$ cat src/rtl/i2cp_pkg.sv
package i2cp_pkg;
  localparam int BYTE_W   = 8;
  localparam int REG_BYTES = 2;
  localparam int REG_W    = BYTE_W * REG_BYTES;
  localparam int BITCNT_W = 4;
  localparam logic [7:0] GC_ADDR   = 8'h00;
  localparam logic [7:0] ARA_RD    = 8'h19;
  localparam logic [7:0] GC_LATCH  = 8'h04;
  localparam logic [7:0] GC_RESET  = 8'h06;

  typedef enum logic [2:0] {
    ST_IDLE, ST_ADDR, ST_PTR, ST_WDATA, ST_RDATA, ST_GCCMD, ST_ARA, ST_SKIP
  } eng_st_t;

  function automatic logic is_hs_code(input logic [7:0] b);
    return b[7:3] == 5'b00001;
  endfunction

  function automatic logic [7:0] ara_reply(input logic [6:0] a, input logic cause);
    return {a, cause};
  endfunction

  function automatic logic keeps_byte(input logic [1:0] ptr, input logic [1:0] idx);
    return (ptr != 2'b00) && (idx < 2'd2) && !(ptr == 2'b01 && idx != 2'd0);
  endfunction
endpackage

$ cat src/rtl/i2cp_bus_cond.sv
module i2cp_bus_cond #(
  parameter int SYNC_STAGES = 2
) (
  input  logic clk,
  input  logic rst_n,
  input  logic scl_i,
  input  logic sda_i,
  output logic scl_s,
  output logic sda_s,
  output logic scl_rise,
  output logic scl_fall,
  output logic start_evt,
  output logic stop_evt
);
  logic [SYNC_STAGES-1:0] scl_pipe, sda_pipe;
  logic scl_p, sda_p;

  always_ff @(posedge clk) begin
    if (!rst_n) begin
      scl_pipe <= '1;
      sda_pipe <= '1;
      scl_p    <= 1'b1;
      sda_p    <= 1'b1;
    end else begin
      scl_pipe <= {scl_pipe[SYNC_STAGES-2:0], scl_i};
      sda_pipe <= {sda_pipe[SYNC_STAGES-2:0], sda_i};
      scl_p    <= scl_s;
      sda_p    <= sda_s;
    end
  end

  assign scl_s     = scl_pipe[SYNC_STAGES-1];
  assign sda_s     = sda_pipe[SYNC_STAGES-1];
  assign scl_rise  = scl_s & ~scl_p;
  assign scl_fall  = ~scl_s & scl_p;
  assign start_evt = scl_s & scl_p & sda_p & ~sda_s;
  assign stop_evt  = scl_s & scl_p & ~sda_p & sda_s;


  bus_evt_excl_chk: assert property (@(posedge clk) disable iff (!rst_n)
    $onehot0({start_evt, stop_evt, scl_rise, scl_fall}));
endmodule

$ cat src/rtl/i2cp_addr_dec.sv
module i2cp_addr_dec import i2cp_pkg::*; #(
  parameter int STRAP_W = 3,
  parameter logic [6-STRAP_W:0] PREFIX = 4'b1001
) (
  input  logic               clk,
  input  logic               rst_n,
  input  logic [STRAP_W-1:0] strap,
  input  logic               relatch,
  input  logic [7:0]         rx_byte,
  output logic [6:0]         own_addr,
  output logic               hit_w,
  output logic               hit_r,
  output logic               hit_gc,
  output logic               hit_ara,
  output logic               hit_hs
);
  logic [STRAP_W-1:0] strap_q;

  always_ff @(posedge clk) begin
    if (!rst_n)       strap_q <= strap;
    else if (relatch) strap_q <= strap;
  end

  assign own_addr = {PREFIX, strap_q};
  assign hit_w    = rx_byte == {own_addr, 1'b0};
  assign hit_r    = rx_byte == {own_addr, 1'b1};
  assign hit_gc   = rx_byte == GC_ADDR;
  assign hit_ara  = rx_byte == ARA_RD;
  assign hit_hs   = is_hs_code(rx_byte);


  strap_hold_chk: assert property (@(posedge clk) disable iff (!rst_n)
    !relatch |=> $stable(own_addr));
endmodule

$ cat src/rtl/i2cp_engine.sv
module i2cp_engine import i2cp_pkg::*; (
  input  logic             clk,
  input  logic             rst_n,
  input  logic             scl_s,
  input  logic             sda_s,
  input  logic             scl_rise,
  input  logic             scl_fall,
  input  logic             start_evt,
  input  logic             stop_evt,
  input  logic [6:0]       own_addr,
  input  logic             hit_w,
  input  logic             hit_r,
  input  logic             hit_gc,
  input  logic             hit_ara,
  input  logic             hit_hs,
  input  logic [REG_W-1:0] rd_data,
  input  logic             alert_pending,
  input  logic             alert_cause,
  output logic [7:0]       rx_byte,
  output logic             sda_oe,
  output logic [1:0]       reg_sel,
  output logic             rd_done,
  output logic             wr_en,
  output logic             wr_lsb,
  output logic [7:0]       wr_data,
  output logic             alert_clear,
  output logic             gc_reset,
  output logic             relatch,
  output logic             hs_mode
);
  eng_st_t st;
  logic [BITCNT_W-1:0] bitcnt;
  logic [7:0] shreg, txreg;
  logic [1:0] bcnt, ptr;
  logic [REG_W-1:0] rd_hold;
  logic tx_en, ack_drv, mack, cause_q;
  logic data_bit, ack_phase_start, ack_phase_end, lose_now;

  assign data_bit        = bitcnt < BITCNT_W'(8);
  assign ack_phase_start = scl_fall && bitcnt == BITCNT_W'(8);
  assign ack_phase_end   = scl_fall && bitcnt == BITCNT_W'(9);
  assign lose_now        = scl_rise && data_bit && tx_en && txreg[7] && !sda_s;
  assign sda_oe  = ack_drv | (tx_en & ~txreg[7]);
  assign rx_byte = shreg;
  assign reg_sel = ptr;

  always_ff @(posedge clk) begin
    if (!rst_n) begin
      st <= ST_IDLE; bitcnt <= '0; shreg <= '0; txreg <= '1; bcnt <= '0;
      ptr <= 2'b00; rd_hold <= '0; tx_en <= 1'b0; ack_drv <= 1'b0;
      mack <= 1'b0; cause_q <= 1'b0; hs_mode <= 1'b0;
      rd_done <= 1'b0; wr_en <= 1'b0; wr_lsb <= 1'b0; wr_data <= '0;
      alert_clear <= 1'b0; gc_reset <= 1'b0; relatch <= 1'b0;
    end else begin
      rd_done <= 1'b0; wr_en <= 1'b0; alert_clear <= 1'b0;
      gc_reset <= 1'b0; relatch <= 1'b0;
      if (start_evt) begin
        st <= ST_ADDR; bitcnt <= '0; ack_drv <= 1'b0; tx_en <= 1'b0;
      end else if (stop_evt) begin
        st <= ST_IDLE; ack_drv <= 1'b0; tx_en <= 1'b0; hs_mode <= 1'b0;
      end else if (st != ST_IDLE) begin
        if (scl_rise) begin
          if (data_bit) shreg <= {shreg[6:0], sda_s};
          else          mack  <= !sda_s;
          if (lose_now) begin
            tx_en <= 1'b0; st <= ST_SKIP;
          end
          bitcnt <= bitcnt + 1'b1;
        end else if (ack_phase_start) begin
          tx_en <= 1'b0;
          unique case (st)
            ST_ADDR: begin
              bcnt <= '0;
              if (hit_w) begin
                ack_drv <= 1'b1; st <= ST_PTR;
              end else if (hit_r) begin
                ack_drv <= 1'b1; st <= ST_RDATA;
              end else if (hit_gc) begin
                ack_drv <= 1'b1; st <= ST_GCCMD;
              end else if (hit_ara && alert_pending) begin
                ack_drv <= 1'b1; cause_q <= alert_cause; st <= ST_ARA;
              end else begin
                if (hit_hs) hs_mode <= 1'b1;
                st <= ST_SKIP;
              end
            end
            ST_PTR: begin
              ack_drv <= 1'b1; ptr <= shreg[1:0]; bcnt <= '0; st <= ST_WDATA;
            end
            ST_WDATA: begin
              ack_drv <= 1'b1;
              if (keeps_byte(ptr, bcnt)) begin
                wr_en <= 1'b1; wr_lsb <= bcnt[0]; wr_data <= shreg;
              end
              if (bcnt != 2'd3) bcnt <= bcnt + 1'b1;
            end
            ST_GCCMD: begin
              ack_drv <= 1'b1;
              if (shreg == GC_LATCH || shreg == GC_RESET) relatch <= 1'b1;
              if (shreg == GC_RESET) begin
                gc_reset <= 1'b1; ptr <= 2'b00;
              end
              st <= ST_SKIP;
            end
            default: ;
          endcase
        end else if (ack_phase_end) begin
          ack_drv <= 1'b0;
          bitcnt  <= '0;
          if (st == ST_RDATA) begin
            if (bcnt == 2'd0) begin
              txreg <= rd_data[REG_W-1 -: 8]; rd_hold <= rd_data;
              tx_en <= 1'b1; bcnt <= 2'd1;
            end else begin
              if (bcnt == 2'd2) rd_done <= 1'b1;
              if (!mack) st <= ST_SKIP;
              else begin
                tx_en <= 1'b1;
                txreg <= (bcnt == 2'd1) ? rd_hold[7:0] : 8'hFF;
                if (bcnt != 2'd3) bcnt <= bcnt + 1'b1;
              end
            end
          end else if (st == ST_ARA) begin
            if (bcnt == 2'd0) begin
              txreg <= ara_reply(own_addr, cause_q); tx_en <= 1'b1; bcnt <= 2'd1;
            end else begin
              alert_clear <= 1'b1; st <= ST_SKIP;
            end
          end
        end else if (scl_fall && tx_en) begin
          txreg <= {txreg[6:0], 1'b1};
        end
      end
    end
  end


  sda_drive_low_chk: assert property (@(posedge clk) disable iff (!rst_n)
    $rose(sda_oe) |-> !scl_s);

  rd_done_pulse_chk: assert property (@(posedge clk) disable iff (!rst_n)
    rd_done |=> !rd_done);

  clear_needs_alert_chk: assert property (@(posedge clk) disable iff (!rst_n)
    alert_clear |-> alert_pending);

  hs_exit_on_stop_chk: assert property (@(posedge clk) disable iff (!rst_n)
    $fell(hs_mode) |-> $past(stop_evt));

  gc_ptr_clear_chk: assert property (@(posedge clk) disable iff (!rst_n)
    gc_reset |=> reg_sel == 2'b00);

  stop_idle_chk: assert property (@(posedge clk) disable iff (!rst_n)
    stop_evt |=> (st == ST_IDLE && !sda_oe));
endmodule

$ cat src/rtl/i2cp_slave.sv
module i2cp_slave import i2cp_pkg::*; #(
  parameter int SYNC_STAGES = 2,
  parameter int STRAP_W = 3,
  parameter logic [6-STRAP_W:0] PREFIX = 4'b1001
) (
  input  logic               clk,
  input  logic               rst_n,
  input  logic               scl_i,
  input  logic               sda_i,
  output logic               sda_oe,
  input  logic [STRAP_W-1:0] strap,
  output logic [1:0]         reg_sel,
  input  logic [REG_W-1:0]   rd_data,
  output logic               rd_done,
  output logic               wr_en,
  output logic               wr_lsb,
  output logic [7:0]         wr_data,
  input  logic               alert_pending,
  input  logic               alert_cause,
  output logic               alert_clear,
  output logic               gc_reset,
  output logic               hs_mode
);
  logic scl_s, sda_s, scl_rise, scl_fall, start_evt, stop_evt;
  logic relatch, hit_w, hit_r, hit_gc, hit_ara, hit_hs;
  logic [6:0] own_addr;
  logic [7:0] rx_byte;

  i2cp_bus_cond #(.SYNC_STAGES(SYNC_STAGES)) u_bus (
    .clk(clk), .rst_n(rst_n), .scl_i(scl_i), .sda_i(sda_i),
    .scl_s(scl_s), .sda_s(sda_s), .scl_rise(scl_rise), .scl_fall(scl_fall),
    .start_evt(start_evt), .stop_evt(stop_evt));

  i2cp_addr_dec #(.STRAP_W(STRAP_W), .PREFIX(PREFIX)) u_addr (
    .clk(clk), .rst_n(rst_n), .strap(strap), .relatch(relatch),
    .rx_byte(rx_byte), .own_addr(own_addr), .hit_w(hit_w), .hit_r(hit_r),
    .hit_gc(hit_gc), .hit_ara(hit_ara), .hit_hs(hit_hs));

  i2cp_engine u_eng (
    .clk(clk), .rst_n(rst_n), .scl_s(scl_s), .sda_s(sda_s),
    .scl_rise(scl_rise), .scl_fall(scl_fall), .start_evt(start_evt),
    .stop_evt(stop_evt), .own_addr(own_addr), .hit_w(hit_w), .hit_r(hit_r),
    .hit_gc(hit_gc), .hit_ara(hit_ara), .hit_hs(hit_hs), .rd_data(rd_data),
    .alert_pending(alert_pending), .alert_cause(alert_cause),
    .rx_byte(rx_byte), .sda_oe(sda_oe), .reg_sel(reg_sel), .rd_done(rd_done),
    .wr_en(wr_en), .wr_lsb(wr_lsb), .wr_data(wr_data),
    .alert_clear(alert_clear), .gc_reset(gc_reset), .relatch(relatch),
    .hs_mode(hs_mode));


  no_temp_write_chk: assert property (@(posedge clk) disable iff (!rst_n)
    wr_en |-> reg_sel != 2'b00);
endmodule

$ cat config.mk
export PLATFORM = sky130hd
export DESIGN_NAME = i2cp_slave
export DESIGN_NICKNAME = d
export VERILOG_FILES = /design/src/rtl/i2cp_pkg.sv /design/src/rtl/i2cp_bus_cond.sv /design/src/rtl/i2cp_addr_dec.sv /design/src/rtl/i2cp_engine.sv /design/src/rtl/i2cp_slave.sv
export SDC_FILE = /design/constraint.sdc
export NUM_CORES = 1
export LEC_CHECK = 0
export ABC_AREA = 1
export BUFFER_PORTS_ARGS = -buffer_cell sky130_fd_sc_hd__buf_2
export CORE_MARGIN = 4
export CORE_UTILIZATION = 35
export CTS_CLUSTER_SIZE = 25
export DETAILED_ROUTE_END_ITERATION = 16
export SLEW_MARGIN = 20
export SYNTH_ARGS = -nofsm -noshare
export SYNTH_HDL_FRONTEND = slang
export SYNTH_SLANG_ARGS = --single-unit
$ cat constraint.sdc
create_clock -name clk -period 2.74 [get_ports clk]
set_clock_uncertainty 0.05 [all_clocks]
set_input_delay 0 -clock clk [delete_from_list [all_inputs] [get_ports clk]]
set_output_delay 0 -clock clk [all_outputs]
set_load 0.03 [all_outputs]
==> out/qor.yml, run 1 <==
run_status:
  run_status: "finished clean"
critical_path:
  reg2reg_from: "u_eng.bitcnt[0]"
  crit_fanout: 12
  r2r_cells: 11
  crit_path_top_delay_cell: "dfxtp_1"
  crit_chain: "inv_1 > ha_1 > nand3_2 > nor2_8 > inv_2 > nand2_1 > nor2_1 > nand2_1 > inv_1 > nand2_1 > o21ai_1"
  endpoint_kind: "flop"
  cp_num_buf_inv: 3
  rr_endpoint: "u_eng.txreg[2]"
  rrSetupSlack_ns: 0.70
  cpLargestDelayFamily: "simple AND/OR/NAND/NOR gates"
  cp_data_required_time_ns: 2.97
  worst-setup-path-type: "reg -> reg"
  cpPeakStageDelay_ns: 0.40
  startpoint_type: "flop"
  arrival_ns: 2.28
  cpMostUsedCell: "nand2_1"
floorplan:
  initial_core_util_pct: 36.68
  coreArea_um2: 8341
  fp.dieH_um: 101.5
  ios: 42
  die-area_um2: 10300
  rows: 33
  die_x_um: 101.5
grt:
  grt_max_degree: 35
  grt_use_total_pct: 16.52
  antenna_found_initial: 0
  grt_pass1_wl_um: 13430
  overflow: 0
  grt_pass1_vias: 2814
power_and_ir_drop:
  swShare_pct: 24.40
  ir_drop_mv: 0.2634
  p_switching_uw: 451.9
  p_leak_nw: 1.628
  sequentialPowerShare_pct: 50.4
  combPwrFrac_pct: 4.9
  p_int_mw: 1.400
  clkPwrFrac_pct: 44.7
  power.density_nw_per_um2: 502.7
logic_synthesis:
  yosysSeqAreaShare_pct: 42.21
  ys_ff_latch: 63
  yosysTopAreaCellShare_pct: 39.26
  synth_fp_nets: 454
  synth_area_leader_cell: "dfxtp_1"
  synth_area_leaders: "dfxtp_1, nand2_1, nor2_1, o21ai_0, a21oi_1"
  netlist_instances: 426
  syn_area_um2: 3059
  ys_types: 37
  yosysWarningCount: 0
  syn_avg_cell_area_um2: 7.181
worst_hold_path:
  whs_path_depth: 5
  holdPathEnd: "u_eng.txreg[0]"
  hp-class: "in -> reg"
  hold_start: "rd_data[8]"
timing:
  finalHoldViolCount: 0
  fmax_ghz: 0.4891
  maxSlewHeadroom_pct: 59.73
  timing.final.crit_share_pct: 74.62
  setup_viol: 0
  drv_slew: 0
  rsz0062_at_grt: "false"
  layout_min_cycle_time_ns: 2.045
  tns_ns: 0
  tightest_slew_ns: 0.6020
drt:
  avgViaCountPerCell: 5.051
  drc_errors: 0
  wl_per_cell_um: 13.50
  firstDrtPassIters: 5
  wl_um: 7993
  postRouteAntennaNets: 0
  drtIter0Drc: 163
  route.vias.total: 2990
clock_tree:
  cts_tree: "built"
  numCtsBuffers: 9
  clk_pin_slew_worst_paths_ns: 0.08
  clkLatencyLatePin_ns: 0.35
  root_buffer: "clkbuf_8"
  cts.sinks: 63
  cts_resized: 0
  h-tree-depth: 3
  clock_path_buffers: 2
layout:
  regArea_um2: 1291
  area_growth_pct: 20.45
  drive_above_1_share_pct: 17.86
  multi_input_area_um2: 1509
  nNetsFinal: 510
  n_antenna_cell: 0
  final.fill_count: 865
  stdcell_count: 592
place:
  numPortBuffers: 41
  dp_cells: 562
  gp_congestion: 0.8976
  dp_hpwl_um: 5858
flow_run:
  cap_violations: 0
power by group through the flow:
stage | Combinational (mW) | Sequential (mW) | Clock, mW
after floorplan | 0.0432 | 0.954 | 0
after global placement | 0.0751 | 0.956 | 0
after detailed placement | 0.0746 | 0.956 | 0
after CTS | 0.0902 | 0.934 | 0.852
after global routing | 0.101 | 0.935 | 0.904
final | 0.0899 | 0.934 | 0.828
layer usage:
metal,wire length (µm),up-vias,track usage (%)
met2,3667,100,25.55
li1,-,1533,-
met5,0,-,0
met1,3780,1347,22.61
met4,82,0,4.703
met3,463,10,4.545
synthesized netlist by cell type (all sizes together):
master and number:
nand2 74, nor2 71, dfxtp 60, o21ai 50
inv 46, a21oi 38, nand3 26, buf 8
nor3 7, clkbuf 6, nand4 6, or2 6
nor4 4, o221ai 4, o22ai 4, edfxtp 3
ha 3, nor3b 3, o211ai 3, a211oi 1
a21boi 1, a41oi 1, nand3b 1
metrics by stage:
| stage | utilization, % | cell area (µm²) | total power, mW | setup WS (ns) | hold slack [ns] |
|---|---|---|---|---|---|
| after floorplan | - | 3059 | 0.9970 | 1.145 | 0.04887 |
| after global placement | 40.04 | 3339 | 1.031 | 0.7327 | 0.1284 |
| after global routing | 44.18 | 3685 | 1.940 | 0.4714 | 0.04169 |
| after detailed placement | 40.04 | 3339 | 1.030 | 0.7276 | 0.1292 |
| final | 44.18 | 3685 | 1.852 | 0.6954 | 0.009268 |
| after CTS | 44.18 | 3685 | 1.877 | 0.6967 | 0.007642 |
timing repair:
item	4_1_cts	5_1_grt
hold buffers	14	0
buffers inserted	0	0
hold endpoints to repair	14	0
cells by family after synthesis:
kind of cell	Yosys count	synth area share, %
DFF	63	42.21
AOI/OAI and AO/OA	102	18.12
buffers and inverters	60	8.466
and+or+nand+nor	198	29.98
adders and majority gates	3	1.227
worst max path at each step:
| stage | start | to | slack (ns) | cells after the start |
|---|---|---|---|---|
| after floorplan | u_eng.bitcnt[0] | u_eng.wr_data[5] | 1.15 | 9 |
| after global placement | u_eng.bitcnt[0] | u_eng.wr_lsb | 0.73 | 8 |
| after detailed placement | u_eng.bitcnt[0] | u_eng.txreg[3] | 0.73 | 11 |
| after CTS | u_eng.bitcnt[0] | u_eng.txreg[2] | 0.70 | 11 |
| after global routing | u_eng.bitcnt[0] | u_eng.txreg[3] | 0.47 | 11 |
| final | u_eng.bitcnt[0] | u_eng.txreg[2] | 0.70 | 11 |
placed cells by master, fill, tap and decap left out, types with 2 or more instances in the layout:
master and n:
clkinv_4 4, clkbuf_8 9, o221ai_1 4, o22ai_1 4, a21oi_1 37, dlygate4sd3_1 14
nor2_2 4, nor2_1 65, nand3_1 25, edfxtp_1 3, nor3b_1 3, buf_2 41
o211ai_1 3, nand4_1 5, dfxtp_1 60, or2_2 6, inv_2 5, nor4_1 4
buf_4 4, ha_1 3, nor3_1 6, nand2_1 71, inv_1 41, o21ai_1 8
o21ai_0 41, nand2_4 2
worst min-delay path: stages:
cell and delay (ns):
buf_2 0.08, o221ai_1 0.10, nand3_1 0.08, nand2_1 0.05, nand3_1 0.06
state kept, by name (all words and copies together) (netlist names), 3 cells and up:
| name | flops |
|---|---|
| u_eng.bitcnt | 4 |
| u_addr.strap_q | 3 |
| u_eng.wr_data | 8 |
| u_eng.st | 3 |
| u_eng.rd_hold | 8 |
| u_eng.txreg | 8 |
| u_eng.rx_byte | 8 |
layout make-up:
| class | count | share of cell area (%) |
|---|---|---|
| repair buffers | 59 | 10.19 |
| well taps | 105 | 3.565 |
| clock inverters | 7 | 2.207 |
| clock buffers | 9 | 3.362 |
| inverters | 46 | 4.686 |
| multi-input cells | 303 | 40.95 |
| flip-flops and latches | 63 | 35.04 |
No activity file was read; power rests on OpenSTA's default activity.
==> run 2, diff against run 1 <==
==> constraint.sdc (replaced) <==
create_clock -name clk -period 2 [get_ports clk]
set_clock_uncertainty 0.05 [all_clocks]
set_input_delay 0 -clock clk [delete_from_list [all_inputs] [get_ports clk]]
set_output_delay 0 -clock clk [all_outputs]
set_load 0.03 [all_outputs]
==> run 2 against run 1 <==
  * First-iteration DRC count is 29% lower
  * Sequential share of layout area is 0.60 points lower
  * Combinational power is 40% higher
  * Critical path depth is 1 lower
  * Worst setup slack worse by 0.50 ns
  * Total power is 37% higher
  * Routed wire length is 1.7% higher
  * Cell count is 1.4% higher
  * Core utilization is 0.77 points higher
  * Register-to-register slack worse by 0.50 ns
  * Critical path type unchanged
  * Largest cell class unchanged
==> out/qor.yml, run 2 (synthesis results as in run 1) <==
critical_path:
  rrSetupSlack_ns: 0.19  # -0.50 ns
  r2r_cells: 10  # -1
  worst-setup-path-type: "reg -> reg"
  cpLargestDelayFamily: "simple AND/OR/NAND/NOR gates"
  cp_num_buf_inv: 3  # unchanged
  rr_endpoint: "u_eng.bitcnt[3]"
  cp_data_required_time_ns: 2.18  # -0.79 ns
  reg2reg_from: "u_eng.bitcnt[0]"
  endpoint_kind: "flop"
  crit_chain: "inv_1 > ha_1 > nand3_2 > nor2_8 > inv_2 > nand2_1 > nor2_2 > inv_2 > o21ai_1 > nor3b_1"
  startpoint_type: "flop"
  arrival_ns: 1.99  # -0.29 ns
  crit_path_top_delay_cell: "dfxtp_1"
  cpMostUsedCell: "inv_2"
  cpPeakStageDelay_ns: 0.39  # about the same
  crit_fanout: 8  # -4
grt:
  grt_pass1_wl_um: 13520  # +0.72%
  grt_max_degree: 29  # -17%
  grt_use_total_pct: 16.60  # +0.081 points
  antenna_found_initial: 0  # unchanged
  overflow: 0  # unchanged
  grt_pass1_vias: 2847  # +1.2%
layout:
  final_common_cell: "nand2_1"
  layout_common_cells: "nand2_1, nor2_1, dfxtp_1"
  final.fill_count: 883  # +2.1%
  nNetsFinal: 518  # +1.6%
  stdcell_count: 600  # +1.4%
  drive_above_1_share_pct: 18.99  # +1.1 points
  area_growth_pct: 22.54
  n_antenna_cell: 0  # unchanged
drt:
  avgViaCountPerCell: 4.933  # -2.3%
  wl_um: 8125  # +1.7%
  drc_errors: 0  # unchanged
  wl_per_cell_um: 13.54  # +0.30%
  firstDrtPassIters: 4  # -1
  postRouteAntennaNets: 0  # unchanged
  drtIter0Drc: 116  # -29%
  route.vias.total: 2960  # -1.0%
worst_hold_path:
  hp-class: "in -> reg"
  hold_start: "rd_data[13]"
  holdPathEnd: "u_eng.txreg[5]"
  whs_path_depth: 5  # unchanged
timing:
  layout_setup_ws_ns: 0.1940  # -0.5014 ns
  drv_slew: 0  # unchanged
  fmax_ghz: 0.5537  # +13%
  holdWs_ns: 0.01526  # +0.005989 ns
  rsz0062_at_grt: "false"
  timing.final.crit_share_pct: 90.30  # +16 points
  maxSlewHeadroom_pct: 76.36  # +17 points
  setup_viol: 0  # unchanged
  layout_min_cycle_time_ns: 1.806  # -0.2386 ns
  tightest_slew_ns: 0.3542  # -0.2478 ns
  finalHoldViolCount: 0  # unchanged
  tns_ns: 0  # unchanged
power_and_ir_drop:
  ir_drop_mv: 0.3406  # +29%
  p_leak_nw: 1.661  # +2.1%
  power.density_nw_per_um2: 674.7  # +34%
clock_tree:
  clock_path_buffers: 2  # unchanged
  numCtsBuffers: 9  # unchanged
  h-tree-depth: 3  # unchanged
  root_buffer: "clkbuf_8"
  cts.sinks: 63  # unchanged
  clk_pin_slew_worst_paths_ns: 0.07  # about the same
  postCtsSetupBuffers: 0  # unchanged
  clkLatencyLatePin_ns: 0.36  # about the same
  cts_tree: "built"
place:
  dp_cells: 569  # +1.2%
  dp_slack_ns: 0.1077  # -0.6199 ns
  gp_congestion: 0.9539  # +6.3%
  numPortBuffers: 41  # unchanged
  dp_hpwl_um: 5967  # +1.9%
floorplan:
  initial_core_util_pct: 36.68  # unchanged
  rows: 33  # unchanged
  die_x_um: 101.5  # unchanged
  coreArea_um2: 8341  # unchanged
  ios: 42  # unchanged
  fp.dieH_um: 101.5  # unchanged
  die-area_um2: 10300  # unchanged
flow_run:
  cap_violations: 0  # unchanged
run_status:
  run_status: "finished clean"
run 2: stage by stage:
stage	area (µm²)	total power, mW	utilization [%]
4_1_cts	3737	2.547	44.81
6_report	3749	2.529	44.94
3_3_place_gp	3392	1.411	40.67
2_1_floorplan	3059	1.366	-
5_1_grt	3749	2.606	44.94
3_5_place_dp	3392	1.410	40.67
run 2: final cells by class:
class	instances	area (µm²)	share of cell area (%)
tap	105	131.4	3.505
clock buffer	9	123.9	3.304
inverter	46	172.7	4.606
timing repair buffer	67	437.9	11.68
clock inverter	7	71.32	1.903
multi-input combinational	303	1520	40.55
sequential	63	1291	34.45
run 2: routing by layer:
layer	vias to the layer above	GRT usage (%)	share of wire, %
li1	1541	-	-
met1	1353	22.30	48
met2	54	26.11	46
met3	12	3.926	4.3
met4	0	5.828	1.5
met5	-	0	0
run 2: worst max path at each step:
stage | start | end | slack, ns | cells after the start
2_1_floorplan | u_eng.bitcnt[0] | u_eng.wr_data[5] | 0.41 | 9
3_3_place_gp | u_eng.bitcnt[0] | u_eng.txreg[6] | 0.19 | 11
3_5_place_dp | u_eng.bitcnt[0] | u_eng.txreg[6] | 0.11 | 11
4_1_cts | u_eng.bitcnt[0] | u_eng.txreg[6] | 0.1 | 11
5_1_grt | u_eng.bitcnt[1] | u_eng.bitcnt[3] | 0.04 | 9
6_report | u_eng.bitcnt[0] | u_eng.bitcnt[3] | 0.19 | 10
run 2: tightest hold or removal path: stages:
cell	delay, ns
buf_2	0.08
o22ai_1	0.07
o21ai_0	0.14
nand2_1	0.05
nand3_1	0.05
run 2: repair_timing:
action                                  CTS  global route
gates resized for setup                   0             3
hold endpoints to repair                 20             0
endpoints found under the setup margin    0            12
hold buffers                             15             0
run 2: power breakdown:
part	total [mW]	internal, mW	leakage, nW	switching (mW)
registers	1.28	1.27	0.514	0.00625
clock network	1.12	0.577	0.0953	0.547
logic	0.126	0.0594	1.05	0.0664
total	2.53	1.91	1.66	0.619
==> run 3, diff against run 2 <==
--- a/config.mk
+++ b/config.mk
@@ -11,7 +11,9 @@
 export CORE_UTILIZATION = 35
 export CTS_CLUSTER_SIZE = 25
 export DETAILED_ROUTE_END_ITERATION = 16
+export PLACE_DENSITY = 0.61
 export SLEW_MARGIN = 20
 export SYNTH_ARGS = -nofsm -noshare
 export SYNTH_HDL_FRONTEND = slang
+export SYNTH_HIERARCHICAL = 1
 export SYNTH_SLANG_ARGS = --single-unit
==> run 3 against run 2 <==
  * Non-clock buffer count increased by 5
  * Hold slack got worse by 0.0094 ns
  * Design area increased by 12%
  * Critical path depth unchanged
  * Cell count increased by 19%
  * Worst setup slack got worse by 0.073 ns
  * Clock power about the same
  * Flip-flop and latch count unchanged
  * First-iteration DRC count increased by 79%
  * Total power about the same
  * Count of clock-buffer cells in the layout unchanged
  * Largest power group unchanged
==> out/qor.yml, run 3 <==
flow_run:
  cap_violations: 0  # unchanged
clock_tree:
  cts_tree: "built"
  numCtsBuffers: 9  # unchanged
  h-tree-depth: 3  # unchanged
  root_buffer: "clkbuf_8"
  clkLatencyLatePin_ns: 0.36  # about the same
  clock_path_buffers: 2  # unchanged
  cts.sinks: 63  # unchanged
  clk_pin_slew_worst_paths_ns: 0.07  # about the same
drt:
  wl_um: 9079  # +12%
  drtIter0Drc: 208  # +79%
  route.vias.total: 3446  # +16%
  drc_errors: 0  # unchanged
  avgViaCountPerCell: 4.820  # -2.3%
  wl_per_cell_um: 12.70  # -6.2%
  postRouteAntennaNets: 0  # unchanged
  firstDrtPassIters: 5  # +1
floorplan:
  fp.dieH_um: 106.6  # +5.0%
  initial_core_util_pct: 36.45  # -0.23 points
  ios: 42  # unchanged
  rows: 35  # +6.1%
  coreArea_um2: 9328  # +12%
  die_x_um: 106.6  # +5.0%
  die-area_um2: 11350  # +10%
place:
  dp_hpwl_um: 6568  # +10%
  dp_cells: 678  # +19%
  dp_slack_ns: 0.1059  # -0.001804 ns
  gp_congestion: 0.8955  # -6.1%
  numPortBuffers: 41  # unchanged
  place_area_um2: 3756  # +11%
timing:
  timing.final.crit_share_pct: 93.97  # +3.7 points
  layout_setup_ws_ns: 0.1206  # -0.07339 ns
  fmax_ghz: 0.5321  # -3.9%
  finalHoldViolCount: 0  # unchanged
  maxSlewHeadroom_pct: 66.23  # -10 points
  layout_min_cycle_time_ns: 1.879  # +0.07339 ns
  tns_ns: 0  # unchanged
  tightest_slew_ns: 0.5066  # +0.1524 ns
  setup_viol: 0  # unchanged
  holdWs_ns: 0.005895  # -0.009363 ns
  drv_slew: 0  # unchanged
critical_path:
  crit_path_top_delay_cell: "dfxtp_1"
  cpLargestDelayFamily: "simple AND/OR/NAND/NOR gates"
  crit_cells: 10  # unchanged
  endpoint_kind: "flop"
  cp_num_buf_inv: 2  # -1
  cpMostUsedCell: "nor2_1"
  arrival_ns: 2.12  # +0.13 ns
  startpoint_type: "flop"
  crit_fanout: 8  # unchanged
  rrSetupSlack_ns: 0.12  # -0.07 ns
  cp_data_required_time_ns: 2.24  # +0.06 ns
  worst-setup-path-type: "reg -> reg"
  cpPeakStageDelay_ns: 0.34  # -0.05 ns
  crit_chain: "inv_1 > nor2_1 > nand2_1 > inv_2 > nand2_2 > nor2_1 > nand4_1 > nor2_1 > nor2_1 > nor2_1"
  r2r_cells: 10  # unchanged
layout:
  final_cell_area_um2: 4188  # +12%
  drive_above_1_share_pct: 16.72  # -2.3 points
  nNetsFinal: 609  # +18%
  n_antenna_cell: 0  # unchanged
  stdcell_count: 715  # +19%
  final.fill_count: 976  # +11%
  layout_common_cells: "nand2_1, nor2_1, dfxtp_1"
  final_util_pct: 44.90  # -0.048 points
  final_common_cell: "nand2_1"
  area_growth_pct: 23.19
grt:
  grt_pass1_wl_um: 15120  # +12%
  grt_max_degree: 50  # +72%
  antenna_found_initial: 0  # unchanged
  grt_pass1_vias: 3235  # +14%
  overflow: 0  # unchanged
  grt_use_total_pct: 16.63  # +0.026 points
logic_synthesis:
  netlist_instances: 513  # +20%
  netlist_top_cells_count: "nand2_1, nor2_1, dfxtp_1, inv_1, nand3_1"
  yosysSeqAreaShare_pct: 37.98  # -4.2 points
  synthFlopType: "dfxtp_1"
  yosysTopAreaCellShare_pct: 35.33  # -3.9 points
  ys_ff_latch: 63  # unchanged
  yosysMostFrequentCell: "nand2_1"
  syn_avg_cell_area_um2: 6.627  # -7.7%
  async_reset_ff_share_pct: 0  # unchanged
  syn_area_um2: 3400  # +11%
  synth_edf_count: 3  # unchanged
  ys_types: 34  # -8.1%
  synth_area_leaders: "dfxtp_1, nand2_1, nor2_1, nand3_1, inv_1"
  yosysWarningCount: 6  # +6
  synth_area_leader_cell: "dfxtp_1"
power_and_ir_drop:
  power.density_nw_per_um2: 603.5  # -11%
  ir_drop_mv: 0.2850  # -16%
  p_total_mw: 2.527  # about the same
  p_leak_nw: 1.892  # +14%
run_status:
  run_status: "finished clean"
worst_hold_path:
  hp-class: "in -> reg"
  whs_path_depth: 5  # unchanged
## run 3: changes by cell type in the layout (fill, tap and decap cells not counted), sizes merged, moves of 4 or more
cell / previous run / this run
o21ai: 50 / 25
o221ai: 4 / 0
conb: 0 / 4
o211ai: 3 / 7
nand3: 26 / 55
nand2: 74 / 124
inv: 48 / 58
nor2: 71 / 87
dlygate4sd3: 15 / 21
## run 3: path summary, 6_finish.rpt
| check | to | start |
|---|---|---|
| max | u_eng/hs_mode | u_bus/scl_p |
| min | u_eng/txreg[7] | rd_data[15] |
| max reg2reg | u_eng/hs_mode | u_bus/scl_p |
| min reg2reg | u_bus/scl_pipe[1] | u_bus/scl_pipe[0] |
## run 3: cell families (layout without fill, tap and decap cells)
group                    after synthesis  in the layout  share of synthesized area [%]
AO/OA/AOI/OAI                         71             71                          11.19
XOR/XNOR                               4              4                          1.031
adder cells (fa/ha/maj)                3              3                          1.104
buffers and inverters                 75            146                          9.496
flip-flops                            63             63                          37.98
other                                  2              4                         0.2209
AND/OR/NAND/NOR                      295            295                          38.98
## run 3: where the power goes
group	switching (mW)	leakage (nW)	internal, mW
sequential	0.00732	0.514	1.27
clock	0.534	0.0891	0.574
combinational	0.0736	1.29	0.0658
total	0.615	1.89	1.91
## run 3: area by class of cell
class	instances	area [µm²]	share of cell area, %
clock buffer	9	123.9	2.958
clock inverter	7	73.82	1.763
inverter	58	217.7	5.199
multi-input combinational	377	1817	43.38
sequential	63	1291	30.83
tap	129	161.4	3.854
timing repair buffer	72	503.0	12.01
## run 3: worst min-delay path, stage by stage
cell and delay, ns:
buf_2 0.08, o211ai_1 0.09, nand3_1 0.08, nand2_1 0.06
nand3_1 0.06
## run 3: metal layers
layer  wire length, µm  track usage (%)  share of wire, %
met5                 0                0                 0
met1              4262            22.62                47
met4               165            6.210               1.8
met2              4129            25.75                45
met3               521            3.704               5.7
## run 3: repair_timing
action                     CTS  global route
hold endpoints to repair    24             0
resized for setup            0             5
hold buffers                21             0
setup buffers                0             0
setup endpoints to repair    0            15
